**config.mk**
```make
export PLATFORM = sky130hd
export DESIGN_NAME = rdeng_top
export DESIGN_NICKNAME = d
export VERILOG_FILES = /design/src/rtl/rdeng_pkg.sv /design/src/rtl/rdeng_rx_byte.sv /design/src/rtl/rdeng_addr_ctr.sv /design/src/rtl/rdeng_tx_shift.sv /design/src/rtl/rdeng_top.sv
export SDC_FILE = /design/constraint.sdc
export NUM_CORES = 1
export LEC_CHECK = 0
export ABC_AREA = 0
export BUFFER_PORTS_ARGS = -buffer_cell sky130_fd_sc_hd__buf_2
export CAP_MARGIN = 30
export CORE_UTILIZATION = 45
export CTS_CLUSTER_DIAMETER = 30
export CTS_CLUSTER_SIZE = 16
export DETAILED_ROUTE_END_ITERATION = 16
export PLACE_DENSITY = 0.69
export SYNTH_ARGS = -nofsm -noshare
export SYNTH_HDL_FRONTEND = slang
export SYNTH_HIERARCHICAL = 1
export SYNTH_SLANG_ARGS = --single-unit
```
**constraint.sdc**
```tcl
create_clock -name clk -period 3.15 [get_ports clk]
set_input_delay 0.4725 -clock clk [delete_from_list [all_inputs] [get_ports clk]]
set_output_delay 0.4725 -clock clk [all_outputs]
set_load 0.01 [all_outputs]
```
**src/rtl/rdeng_pkg.sv**
```systemverilog
package rdeng_pkg;
  typedef enum logic [2:0] {
    ST_IDLE = 3'd0,
    ST_OPC  = 3'd1,
    ST_ADR  = 3'd2,
    ST_DATA = 3'd3,
    ST_HALT = 3'd4
  } rd_state_e;

  // next state of the command sequencer, bus reset has priority
  function automatic rd_state_e seq_next(input rd_state_e cur, input logic bus_rst,
                                         input logic start, input logic opc_done,
                                         input logic opc_ok, input logic adr_done);
    rd_state_e nxt;
    nxt = cur;
    if (bus_rst) nxt = ST_IDLE;
    else begin
      case (cur)
        ST_IDLE: if (start) nxt = ST_OPC;
        ST_OPC:  if (opc_done) nxt = opc_ok ? ST_ADR : ST_HALT;
        ST_ADR:  if (adr_done) nxt = ST_DATA;
        default: nxt = cur;
      endcase
    end
    return nxt;
  endfunction
endpackage

```
**src/rtl/rdeng_rx_byte.sv**
```systemverilog
module rdeng_rx_byte #(
  parameter int W = 8
) (
  input  logic         clk,
  input  logic         rst_n,
  input  logic         clr_i,
  input  logic         en_i,
  input  logic         bit_i,
  output logic         done_o,
  output logic [W-1:0] value_o
);
  localparam int CW = (W > 1) ? $clog2(W) : 1;
  localparam logic [CW-1:0] LAST = CW'(W - 1);

  logic [CW-1:0] cnt_q;
  logic [W-1:0]  sh_q;

  // least significant bit arrives first: new bit enters at the top
  function automatic logic [W-1:0] lsb_first_insert(input logic [W-1:0] v, input logic b);
    return {b, v[W-1:1]};
  endfunction

  assign value_o = lsb_first_insert(sh_q, bit_i);
  assign done_o  = en_i && (cnt_q == LAST);

  always_ff @(posedge clk or negedge rst_n) begin
    if (!rst_n) begin
      cnt_q <= '0;
      sh_q  <= '0;
    end else if (clr_i) begin
      cnt_q <= '0;
      sh_q  <= '0;
    end else if (en_i) begin
      sh_q  <= value_o;
      cnt_q <= done_o ? '0 : cnt_q + 1'b1;
    end
  end
endmodule

```
**src/rtl/rdeng_addr_ctr.sv**
```systemverilog
module rdeng_addr_ctr #(
  parameter int AW = 8
) (
  input  logic          clk,
  input  logic          rst_n,
  input  logic          clr_i,
  input  logic          load_i,
  input  logic [AW-1:0] load_val_i,
  input  logic          step_i,
  output logic [AW-1:0] addr_o,
  output logic          ovf_o,
  output logic          fetch_o,
  output logic          at_max_o
);
  logic [AW-1:0] addr_q;
  logic          ovf_q;
  logic          fetch_q;

  function automatic logic is_top(input logic [AW-1:0] a);
    return &a;
  endfunction

  function automatic logic [AW-1:0] addr_inc(input logic [AW-1:0] a);
    return a + 1'b1;
  endfunction

  assign at_max_o = is_top(addr_q);
  assign addr_o   = addr_q;
  assign ovf_o    = ovf_q;
  assign fetch_o  = fetch_q;

  always_ff @(posedge clk or negedge rst_n) begin
    if (!rst_n) begin
      addr_q  <= '0;
      ovf_q   <= 1'b0;
      fetch_q <= 1'b0;
    end else if (clr_i) begin
      ovf_q   <= 1'b0;
      fetch_q <= 1'b0;
    end else begin
      fetch_q <= 1'b0;
      if (load_i) begin
        addr_q  <= load_val_i;
        ovf_q   <= 1'b0;
        fetch_q <= 1'b1;
      end else if (step_i && !ovf_q) begin
        if (at_max_o) begin
          ovf_q <= 1'b1;
        end else begin
          addr_q  <= addr_inc(addr_q);
          fetch_q <= 1'b1;
        end
      end
    end
  end
endmodule

```
**src/rtl/rdeng_tx_shift.sv**
```systemverilog
module rdeng_tx_shift #(
  parameter int DW = 8
) (
  input  logic          clk,
  input  logic          rst_n,
  input  logic          clr_i,
  input  logic          load_i,
  input  logic [DW-1:0] data_i,
  input  logic          shift_i,
  output logic          bit_o,
  output logic          last_o
);
  localparam int CW = (DW > 1) ? $clog2(DW) : 1;
  localparam logic [CW-1:0] LAST = CW'(DW - 1);

  logic [DW-1:0] sh_q;
  logic [CW-1:0] cnt_q;

  assign bit_o  = sh_q[0];
  assign last_o = (cnt_q == LAST);

  always_ff @(posedge clk or negedge rst_n) begin
    if (!rst_n) begin
      sh_q  <= '1;
      cnt_q <= '0;
    end else if (clr_i) begin
      sh_q  <= '1;
      cnt_q <= '0;
    end else begin
      if (load_i) sh_q <= data_i;
      else if (shift_i) sh_q <= {1'b1, sh_q[DW-1:1]};
      if (shift_i) cnt_q <= last_o ? '0 : cnt_q + 1'b1;
    end
  end
endmodule

```
**src/rtl/rdeng_top.sv**
```systemverilog
module rdeng_top #(
  parameter int          AW       = 8,
  parameter int          DW       = 8,
  parameter int          CMD_W    = 8,
  parameter logic [7:0]  READ_OPC = 8'h69
) (
  input  logic          clk,
  input  logic          rst_n,
  input  logic          bus_reset_i,
  input  logic          start_i,
  input  logic          slot_i,
  input  logic          wr_bit_i,
  output logic          tx_en_o,
  output logic          tx_bit_o,
  output logic          mem_rd_o,
  output logic [AW-1:0] mem_addr_o,
  input  logic [DW-1:0] mem_data_i
);
  import rdeng_pkg::*;

  localparam logic [CMD_W-1:0] OPC = CMD_W'(READ_OPC);

  rd_state_e      state_q;
  logic           opc_en, adr_en, opc_done, adr_done;
  logic [CMD_W-1:0] opc_val;
  logic [AW-1:0]  adr_val;
  logic           data_slot, byte_end, addr_max, ovf_q, load_q;
  logic           tx_lsb, tx_last, rx_clr;

  assign opc_en    = slot_i && (state_q == ST_OPC);
  assign adr_en    = slot_i && (state_q == ST_ADR);
  assign data_slot = slot_i && (state_q == ST_DATA);
  assign byte_end  = data_slot && tx_last;
  assign rx_clr    = bus_reset_i || start_i;

  rdeng_rx_byte #(.W(CMD_W)) opc_rx_i (
    .clk(clk), .rst_n(rst_n), .clr_i(rx_clr), .en_i(opc_en),
    .bit_i(wr_bit_i), .done_o(opc_done), .value_o(opc_val)
  );

  rdeng_rx_byte #(.W(AW)) adr_rx_i (
    .clk(clk), .rst_n(rst_n), .clr_i(rx_clr), .en_i(adr_en),
    .bit_i(wr_bit_i), .done_o(adr_done), .value_o(adr_val)
  );

  rdeng_addr_ctr #(.AW(AW)) ctr_i (
    .clk(clk), .rst_n(rst_n), .clr_i(bus_reset_i),
    .load_i(adr_done), .load_val_i(adr_val), .step_i(byte_end),
    .addr_o(mem_addr_o), .ovf_o(ovf_q), .fetch_o(mem_rd_o), .at_max_o(addr_max)
  );

  rdeng_tx_shift #(.DW(DW)) tx_i (
    .clk(clk), .rst_n(rst_n), .clr_i(bus_reset_i || adr_done),
    .load_i(load_q), .data_i(mem_data_i), .shift_i(data_slot),
    .bit_o(tx_lsb), .last_o(tx_last)
  );

  always_ff @(posedge clk or negedge rst_n) begin
    if (!rst_n) begin
      state_q <= ST_IDLE;
      load_q  <= 1'b0;
    end else begin
      state_q <= seq_next(state_q, bus_reset_i, start_i, opc_done,
                          (opc_val == OPC), adr_done);
      load_q  <= mem_rd_o && !bus_reset_i;
    end
  end

  assign tx_en_o  = (state_q == ST_DATA);
  assign tx_bit_o = tx_en_o ? (ovf_q | tx_lsb) : 1'b1;
endmodule

```
==> impl_metrics.tcl, run 1 <==
set metrics [dict create \
    antenna_left 0 \
    synth_warnings 6 \
    cellPowerDensity_nw_per_um2 387 \
    dieWidth_um 74.6 \
    p_sw_w 0.000220 \
    grt_usage_pct 16.4 \
    fin_area_um2 2630 \
    grt_start_max_net_pins 24 \
    finalNetCount 257 \
    cts_resized 0 \
    post_cts_buffers 0 \
    fp-row-count 26 \
    avgSynthCellArea_um2 11.1 \
    grt_pass1_vias 1511 \
    fillCellCount 490 \
    grt_setup_unrepaired "no" \
    areaGrowthSynthToFinish_pct 10.8 \
    io_pins 25 \
    die_area_um2 5560 \
    synth.distinct_cells 56 \
    worst_pin_slew_ns 0.545 \
    combPwrFrac_pct 4.9 \
    setup_tns_ns 0 \
    internal_power_w 0.000797 \
    synth.area.top_cells "dfrtp_1 39%, mux2i_1 11%, dfstp_2 8.9%, nor2_1 4.6%, ha_1 3.7%" \
    hold_buffers 0 \
    dr.pass1.iters 4 \
    portBuffers 24 \
    clk_latency_ns 0.30 \
    grt_remaining_overflow 0 \
    switching_share_pct 21.6 \
    max_slew_margin_pct 63.7 \
    clkTransAtPathRegs_ns 0.08 \
    dp_hpwl_um 3040 \
    setup-violations-final 0 \
    netlist_instances 213 \
    vias 1656 \
    async_reset_ff_share_pct 100 \
    finalClockSkew_ns 0.00669 \
    final_hold_viol_count 0 \
    ir_drop_mv 0.200 \
    synth_edf_count 0 \
    ctsLongestPathBuffers 2 \
    crit_arrival_ns 2.51 \
    htreeDepth 2 \
    syn_nets 234 \
    p_seq_share_pct 57.1 \
    synth_area_leader_cell "dfrtp_1" \
    synth_area_um2 2370 \
    wire_per_inst_um 13.6 \
    coreArea_um2 5070 \
    cts.sinks 45 \
    grt_pass1_wl_um 6840 \
    end_kind "flop" \
    numCtsBuffers 5 \
    hold_class "in2async" \
    worstSetupStartpointType "flop" \
    maxClockFrequency_mhz 436 \
    antenna_found_initial 0 \
    critPathKind "reg2reg" \
    slew_violations 0 \
    gp_congestion 0.760 \
    dpl_cell_area_um2 2520 \
    start_util_pct 46.7 \
    p_leak_nw 1.18 \
    power_frac_clock_pct 37.9 \
    cap_violations 0 \
    clock-root-buffer "clkbuf_8" \
    routed_via_density 5.39 \
    die_h_um 74.6 \
    drt_wl_total_um 4170 \
    period_needed_ns 2.29 \
    first_iter_violations 110 \
    status "finished, final reports clean" \
    synth_top_cell_area_share_pct 39.1 \
    ys_seq_area_share_pct 47.9 \
    post-route-period-util_pct 72.7 \
    synth_ff_type "dfrtp_1" \
    cts_tree "done" \
    critPathMaxFanout 13 \
    antennaDiodeCount 0 \
    drive_gt1_share_pct 24.5 \
    ys_ff_latch 45 \
    crit_required_ns 3.37 \
    drc 0 \
]
-- cell usage in the layout (no fill, tap or decap), types with 2 or more instances in the layout --
cell        n
and3_4      2
nor3_1      3
clkbuf_8    7
nand2b_1    2
nor2b_1     6
a22o_1      3
a21oi_1    10
nand2_1     9
dfrtp_1    37
buf_2      24
dfstp_2     8
nor2_1     29
a32o_1      2
mux2i_1    26
and2_1      3
nand4bb_1   2
nor4b_1     2
inv_1       4
o21ai_0     6
nand3_1     3
ha_1        7
a31oi_1     2
a2bb2oi_1   6
-- registers in the layout (all words and copies together), names as in the netlist, 3 cells and up --
register / flops
ctr_i/addr_o: 8
tx_i/sh_q: 8
adr_rx_i/sh_q: 7
opc_rx_i/sh_q: 7
adr_rx_i/cnt_q: 3
opc_rx_i/cnt_q: 3
state_q: 3
tx_i/cnt_q: 3
-- power by group through the flow --
stage / sequential (W) / combinational (W) / clock (W)
3_3_place_gp: 0.000592 / 0.0000475 / 0
6_report: 0.000581 / 0.0000502 / 0.000386
5_1_grt: 0.000581 / 0.0000569 / 0.000418
3_5_place_dp: 0.000592 / 0.0000520 / 0
4_1_cts: 0.000581 / 0.0000520 / 0.000398
2_1_floorplan: 0.000592 / 0.0000268 / 0
-- metal layers --
metal  vias up  GRT usage [%]  wire length [µm]
li1        815              -                 -
met1       808           21.6              2050
met2        27           26.0              1910
met3         6           4.20               136
met4         0           6.29                74
met5         -              0                 0
-- path summary, 6_finish.rpt --
kind                                   startpoint                end  slack [ns]  cells after the start
worst max-delay path                   state_q[2]       tx_i/sh_q[3]        0.86                      6
worst min-delay path                        rst_n      ctr_i/fetch_o        0.15                      1
worst max register to register         state_q[2]       tx_i/sh_q[3]        0.86                      6
worst min register to register  adr_rx_i/cnt_q[2]  adr_rx_i/cnt_q[2]        0.51                      1
max in group asynchronous                   rst_n   opc_rx_i/sh_q[5]        2.50                      2
min in group clk                    mem_data_i[6]       tx_i/sh_q[6]        0.41                      2
-- kinds of logic (layout without fill, tap and decap cells) --
family | count (synthesis) | after routing | synth area share [%]
AO/OA/AOI/OAI | 40 | 40 | 12.7
adder cells (fa/ha/maj) | 7 | 7 | 3.70
buffers and inverters | 15 | 39 | 4.49
flip-flops | 45 | 45 | 47.9
multiplexers | 26 | 26 | 11.0
AND/OR/NAND/NOR | 80 | 80 | 20.2
-- cell usage after synthesis (all sizes together), types with 2 or more instances --
cell     instances
dfstp            8
and4             2
ha               7
nor3             3
and3b            2
a2bb2oi          6
nand3            3
a31oi            2
nor2b            7
o221a            2
o21ai            6
a32o             2
nand4            2
nand4bb          2
and3             2
dfrtp           37
nand2            9
inv              5
and2             4
buf             10
nor4b            2
a22o             3
nand2b           3
a21oi           11
nor2            29
mux2i           26
-- critical path: stages (launching register included) --
cell,delay [ns]
dfrtp_1,0.44
and4bb_2,0.53
and2_1,0.44
inv_1,0.12
nand2_1,0.23
nand2b_2,0.24
a2bb2oi_1,0.21
-- metrics by stage --
step / power (W) / hold WS (ns) / setup slack, ns / instances / utilization [%]
after detailed placement: 0.000644 / 0.492 / 0.769 / 299 / 49.8
final: 0.00102 / 0.153 / 0.859 / 307 / 51.8
after CTS: 0.00103 / 0.172 / 0.839 / 307 / 51.8
after global routing: 0.00106 / 0.188 / 0.643 / 307 / 51.8
after global placement: 0.000639 / 0.486 / 0.827 / 298 / 49.2
after floorplan: 0.000618 / 0.177 / 1.20 / 213 / -
-- layout make-up --
class / instances / area [µm²] / area share (%)
inverters: 5 / 18.8 / 0.715
repair buffers: 26 / 155 / 5.91
flip-flops and latches: 45 / 1140 / 43.3
well taps: 70 / 87.6 / 3.33
multi-input cells: 153 / 1130 / 42.9
clock inverters: 1 / 5.00 / 0.191
clock buffers: 7 / 96.3 / 3.67
(Power assumes the default switching activity.)
==> run 2, diff against run 1 <==
clock period = 2.2 ns   (was 3.15 ns; I/O delays follow)
==> run 2 against run 1 <==
  * Final cell count rose by 1.3%
  * Global-route usage rose by 0.12 points
  * Clock power is 93% higher
  * Critical endpoint is now ctr_i/addr_o[3]
==> impl_metrics.tcl, run 2 (synthesis results as in run 1) <==
set metrics [dict create \
    max_stage_delay_ns 0.42 \
    grt_start_max_net_pins 25 \
    drive_gt1_share_pct 25.7 \
    maxClockFrequency_mhz 506 \
    cellPowerDensity_nw_per_um2 614 \
    fin_area_um2 2690 \
    dpl_cell_area_um2 2550 \
    clock-root-buffer "clkbuf_8" \
    antenna_left 0 \
    status "finished, final reports clean" \
    slew_violations 0 \
    post_cts_buffers 0 \
    period_needed_ns 1.98 \
    fillCellCount 483 \
    total_power_w 0.00165 \
    reg2reg_slack_ns 0.22 \
    crit_chain "nor2b_4 -> and3_4 -> and2_1 -> and2b_2 -> o211ai_2 -> and3b_1 -> or3_1" \
    grt_setup_unrepaired "no" \
    coreArea_um2 5070 \
    setup_tns_ns 0 \
    fin_hold_ws_ns 0.0164 \
    grt_pass1_wl_um 6840 \
    grt_pass1_vias 1527 \
    drc 0 \
    hold_buffers 0 \
    max_slew_margin_pct 62.2 \
    cap_violations 0 \
    cts.sinks 45 \
    r2r_start "state_q[0]" \
    worst_pin_slew_ns 0.566 \
    routed_via_density 5.36 \
    ir_drop_mv 0.314 \
    antenna_found_initial 0 \
    portBuffers 24 \
    cts_resized 0 \
    numCtsBuffers 5 \
    grt_remaining_overflow 0 \
    wire_per_inst_um 13.7 \
    postLayoutCoreUtil_pct 52.9 \
    first_iter_violations 97 \
    grt_usage_pct 16.5 \
    finalNetCount 261 \
    fp-row-count 26 \
    clk_latency_ns 0.30 \
    dp_hpwl_um 3090 \
    areaGrowthSynthToFinish_pct 13.3 \
    htreeDepth 2 \
    worstSetupStartpointType "flop" \
    vias 1668 \
    hold_class "in2async" \
    drt_wl_total_um 4270 \
    cp-startpoint "state_q[0]" \
    crit_arrival_ns 2.15 \
    cts_tree "done" \
    most-common-layout-cells "37 x dfrtp_1, 29 x nor2_1, 26 x mux2i_1" \
    antennaDiodeCount 0 \
    setup-violations-final 0 \
    p_leak_nw 1.21 \
    die_area_um2 5560 \
    gp_congestion 0.813 \
    io_pins 25 \
    critPathMaxFanout 5 \
    post-route-period-util_pct 89.8 \
    finalClockSkew_ns 0.00742 \
    layout.cells.most_common "dfrtp_1" \
    final_hold_viol_count 0 \
    start_util_pct 46.7 \
    crit_required_ns 2.38 \
    clkTransAtPathRegs_ns 0.09 \
    die_h_um 74.6 \
    end_kind "flop" \
    dieWidth_um 74.6 \
    ctsLongestPathBuffers 2 \
    dr.pass1.iters 4 \
    critPathKind "reg2reg" \
    crit_path_top_delay_cell "dfrtp_1" \
]
## run 2: changes by cell type in the layout (fill, tap and decap cells not counted)
cell,delta
clkbuf_8,-2
buf_4,+4
buf_16,-1
inv_6,+1
bufinv_16,+2
clkinv_2,-1
buf_12,+1
## run 2: metal layers
layer / vias up / wire, µm / track usage [%]
met3: 5 / 162 / 5.01
met1: 805 / 2120 / 22.0
met2: 30 / 1940 / 25.9
met5: - / 0 / 0
li1: 828 / - / -
met4: 0 / 48 / 5.03
## run 2: critical path: cells and delay by family (launching register included)
kind / cells / cell delay (ns)
flip-flops: 1 / 0.42
AND/OR/NAND/NOR: 6 / 1.31
AO/OA/AOI/OAI: 1 / 0.11
## run 2: report_power, final
part	switching [W]	total, W	internal [W]
clock network	0.000289	0.000746	0.000457
logic	0.0000455	0.0000718	0.0000264
registers	0.00000235	0.000832	0.000829
total	0.000337	0.00165	0.00131
## run 2: per-stage QoR
step                      setup WS (ns)  instances
final                             0.224        311
after detailed placement          0.272        303
after CTS                         0.235        311
after global routing              0.156        311
after floorplan                   0.275        213
after global placement            0.322        303
## run 2: layout make-up
cell class / instances / area (µm²) / share of cell area (%)
clock inverter: 3 / 68.8 / 2.56
clock buffer: 5 / 68.8 / 2.56
sequential: 45 / 1140 / 42.3
timing repair buffer: 30 / 178 / 6.62
tap: 70 / 87.6 / 3.26
multi-input combinational: 153 / 1130 / 42.0
inverter: 5 / 18.8 / 0.699
## run 2: path summary, 6_finish.rpt
kind / endpoint / cells after the start
setup / recovery: ctr_i/addr_o[3] / 7
hold / removal: ctr_i/addr_o[1] / 1
setup reg to reg: ctr_i/addr_o[3] / 7
hold reg to reg: adr_rx_i/cnt_q[2] / 1
max in group asynchronous: tx_i/sh_q[0] / 2
min in group clk: tx_i/sh_q[6] / 2
==> run 3, diff against run 2 <==
--- a/config.mk
+++ b/config.mk
@@ -8,3 +8,3 @@
 export ABC_AREA = 0
-export BUFFER_PORTS_ARGS = -buffer_cell sky130_fd_sc_hd__buf_2
+export BUFFER_PORTS_ARGS = -buffer_cell sky130_fd_sc_hd__clkbuf_2
 export CAP_MARGIN = 30
@@ -12,3 +12,2 @@
 export CTS_CLUSTER_DIAMETER = 30
-export CTS_CLUSTER_SIZE = 16
 export DETAILED_ROUTE_END_ITERATION = 16
--- a/constraint.sdc
+++ b/constraint.sdc
@@ -3,2 +3,2 @@
 set_output_delay 0.33 -clock clk [all_outputs]
-set_load 0.01 [all_outputs]
+set_load 0.005 [all_outputs]
==> run 3 against run 2 <==
  * Clock skew fell by 0.0012 ns
  * Worst setup slack improved by 0.055 ns
  * Die area did not move
  * Register-to-register slack improved by 0.05 ns
  * Sequential share of layout area rose by 0.87 points
  * Non-clock buffer count fell by 1
  * Total power fell by 15%
  * Largest cell class unchanged
  * Critical path depth did not move
  * Final cell count fell by 0.32%
  * Count of clock-buffer cells in the layout did not move
==> impl_metrics.tcl, run 3 (synthesis results as in run 1) <==
set metrics [dict create \
    antenna_found_initial 0 \
    dpl_cell_area_um2 2540 \
    htreeDepth 2 \
    setup_tns_ns 0 \
    clkTransAtPathRegs_ns 0.08 \
    critPathMaxFanout 16 \
    cts.sinks 45 \
    setup-violations-final 0 \
    hold_buffers 0 \
    post_cts_buffers 0 \
    fin_ws_ns 0.279 \
    grt_start_max_net_pins 24 \
    critPathKind "reg2reg" \
    worst_r2r_path_depth 7 \
    period_needed_ns 1.92 \
    slew_violations 0 \
    gp_congestion 0.843 \
    final_hold_viol_count 0 \
    maxClockFrequency_mhz 521 \
    cellPowerDensity_nw_per_um2 535 \
    fin_area_um2 2630 \
    wire_per_inst_um 13.5 \
    ir_drop_mv 0.306 \
    end_kind "flop" \
    fillCellCount 478 \
    drt_wl_total_um 4190 \
    timing.rr.end "ctr_i/addr_o[5]" \
    most-common-layout-cells "37 x dfrtp_1, 29 x nor2_1, 26 x mux2i_1" \
    die_h_um 74.6 \
    grt_pass1_vias 1549 \
    drc 0 \
    crit_arrival_ns 2.10 \
    routed_via_density 5.34 \
    crit_required_ns 2.38 \
    fp-row-count 26 \
    start_util_pct 46.7 \
    hold_class "in2async" \
    grt_setup_unrepaired "no" \
    worst_pin_slew_ns 0.612 \
    grt_pass1_wl_um 7290 \
    vias 1656 \
    max_slew_margin_pct 59.2 \
    coreArea_um2 5070 \
    drive_gt1_share_pct 25.4 \
    clock-root-buffer "clkbuf_8" \
    use_met1_pct 25.1 \
    finalNetCount 260 \
    io_pins 25 \
    first_iter_violations 84 \
    regArea_um2 1140 \
    cts_resized 0 \
    status "finished, final reports clean" \
    layout.cells.most_common "dfrtp_1" \
    p_leak_nw 1.17 \
    top_usage_layer "met2" \
    switching_share_pct 23.4 \
    fin_hold_ws_ns 0.0324 \
    internal_power_w 0.00108 \
    place_ws_ns 0.281 \
    dieWidth_um 74.6 \
    post-route-period-util_pct 87.3 \
    dp_hpwl_um 3050 \
    p_sw_w 0.000330 \
    dr.pass1.iters 4 \
    portBuffers 24 \
    areaGrowthSynthToFinish_pct 11.0 \
    postLayoutCoreUtil_pct 51.8 \
    grt_use_met3_pct 2.85 \
    cts_tree "done" \
    grt_remaining_overflow 0 \
    die_area_um2 5560 \
    grt_usage_pct 17.2 \
    worstSetupStartpointType "flop" \
    combPwrFrac_pct 5.1 \
    finalClockSkew_ns 0.00617 \
    antenna_left 0 \
    reg2reg_slack_ns 0.28 \
    ctsLongestPathBuffers 2 \
    clk_latency_ns 0.29 \
    p_seq_share_pct 59.1 \
    antennaDiodeCount 0 \
    use_met2_pct 26.1 \
    multiInputGateArea_um2 1130 \
    numCtsBuffers 5 \
    r2r_start "state_q[2]" \
    power_frac_clock_pct 35.9 \
    cap_violations 0 \
]
run 3: cell types whose count changed in the layout (fill, tap and decap cells not counted), sizes merged:
cell / before / now
inv: 6 / 5
buf: 30 / 5
bufinv: 2 / 0
clkbuf: 5 / 29
clkinvlp: 0 / 3
run 3: worst max-delay path by stage:
| stage | cells past startpoint | start | end | slack [ns] |
|---|---|---|---|---|
| 2_1_floorplan | 7 | state_q[2] | ctr_i/addr_o[6] | 0.28 |
| 3_3_place_gp | 8 | adr_rx_i/cnt_q[0] | ctr_i/addr_o[6] | 0.32 |
| 3_5_place_dp | 7 | state_q[2] | ctr_i/addr_o[5] | 0.28 |
| 4_1_cts | 7 | state_q[2] | ctr_i/addr_o[5] | 0.27 |
| 5_1_grt | 7 | state_q[2] | ctr_i/addr_o[5] | 0.06 |
| 6_report | 7 | state_q[2] | ctr_i/addr_o[5] | 0.28 |
run 3: power groups by stage:
| stage | logic, W | clock network (W) | registers, W |
|---|---|---|---|
| floorplan | 0.0000384 | 0 | 0.000847 |
| global placement | 0.0000729 | 0 | 0.000847 |
| detailed placement | 0.0000732 | 0 | 0.000847 |
| CTS | 0.0000735 | 0.000525 | 0.000832 |
| global route | 0.0000811 | 0.000559 | 0.000832 |
| finish | 0.0000717 | 0.000505 | 0.000831 |
run 3: metal layers:
layer / vias up / wire [µm]
li1: 822 / -
met1: 802 / 2140
met2: 27 / 1900
met3: 5 / 113
met4: 0 / 44
met5: - / 0
run 3: per-stage QoR:
step / std cells / total power [W]
floorplan: 213 / 0.000885
global placement: 302 / 0.000920
detailed placement: 302 / 0.000920
CTS: 310 / 0.00143
global route: 310 / 0.00147
finish: 310 / 0.00141
run 3: worst max-delay path, cell delays in order (launching register included):
cell and delay, ns:
dfrtp_1 0.43, and4bb_2 0.31, and2_1 0.23, buf_4 0.25, o221ai_2 0.16, buf_4 0.18
o21ai_0 0.14, o21ai_0 0.10
run 3: final cells by class:
class | instances | area share, %
clock buffer | 5 | 2.62
multi-input combinational | 153 | 42.8
timing repair buffer | 29 | 6.47
clock inverter | 3 | 0.856
sequential | 45 | 43.2
tap | 70 | 3.33
inverter | 5 | 0.713
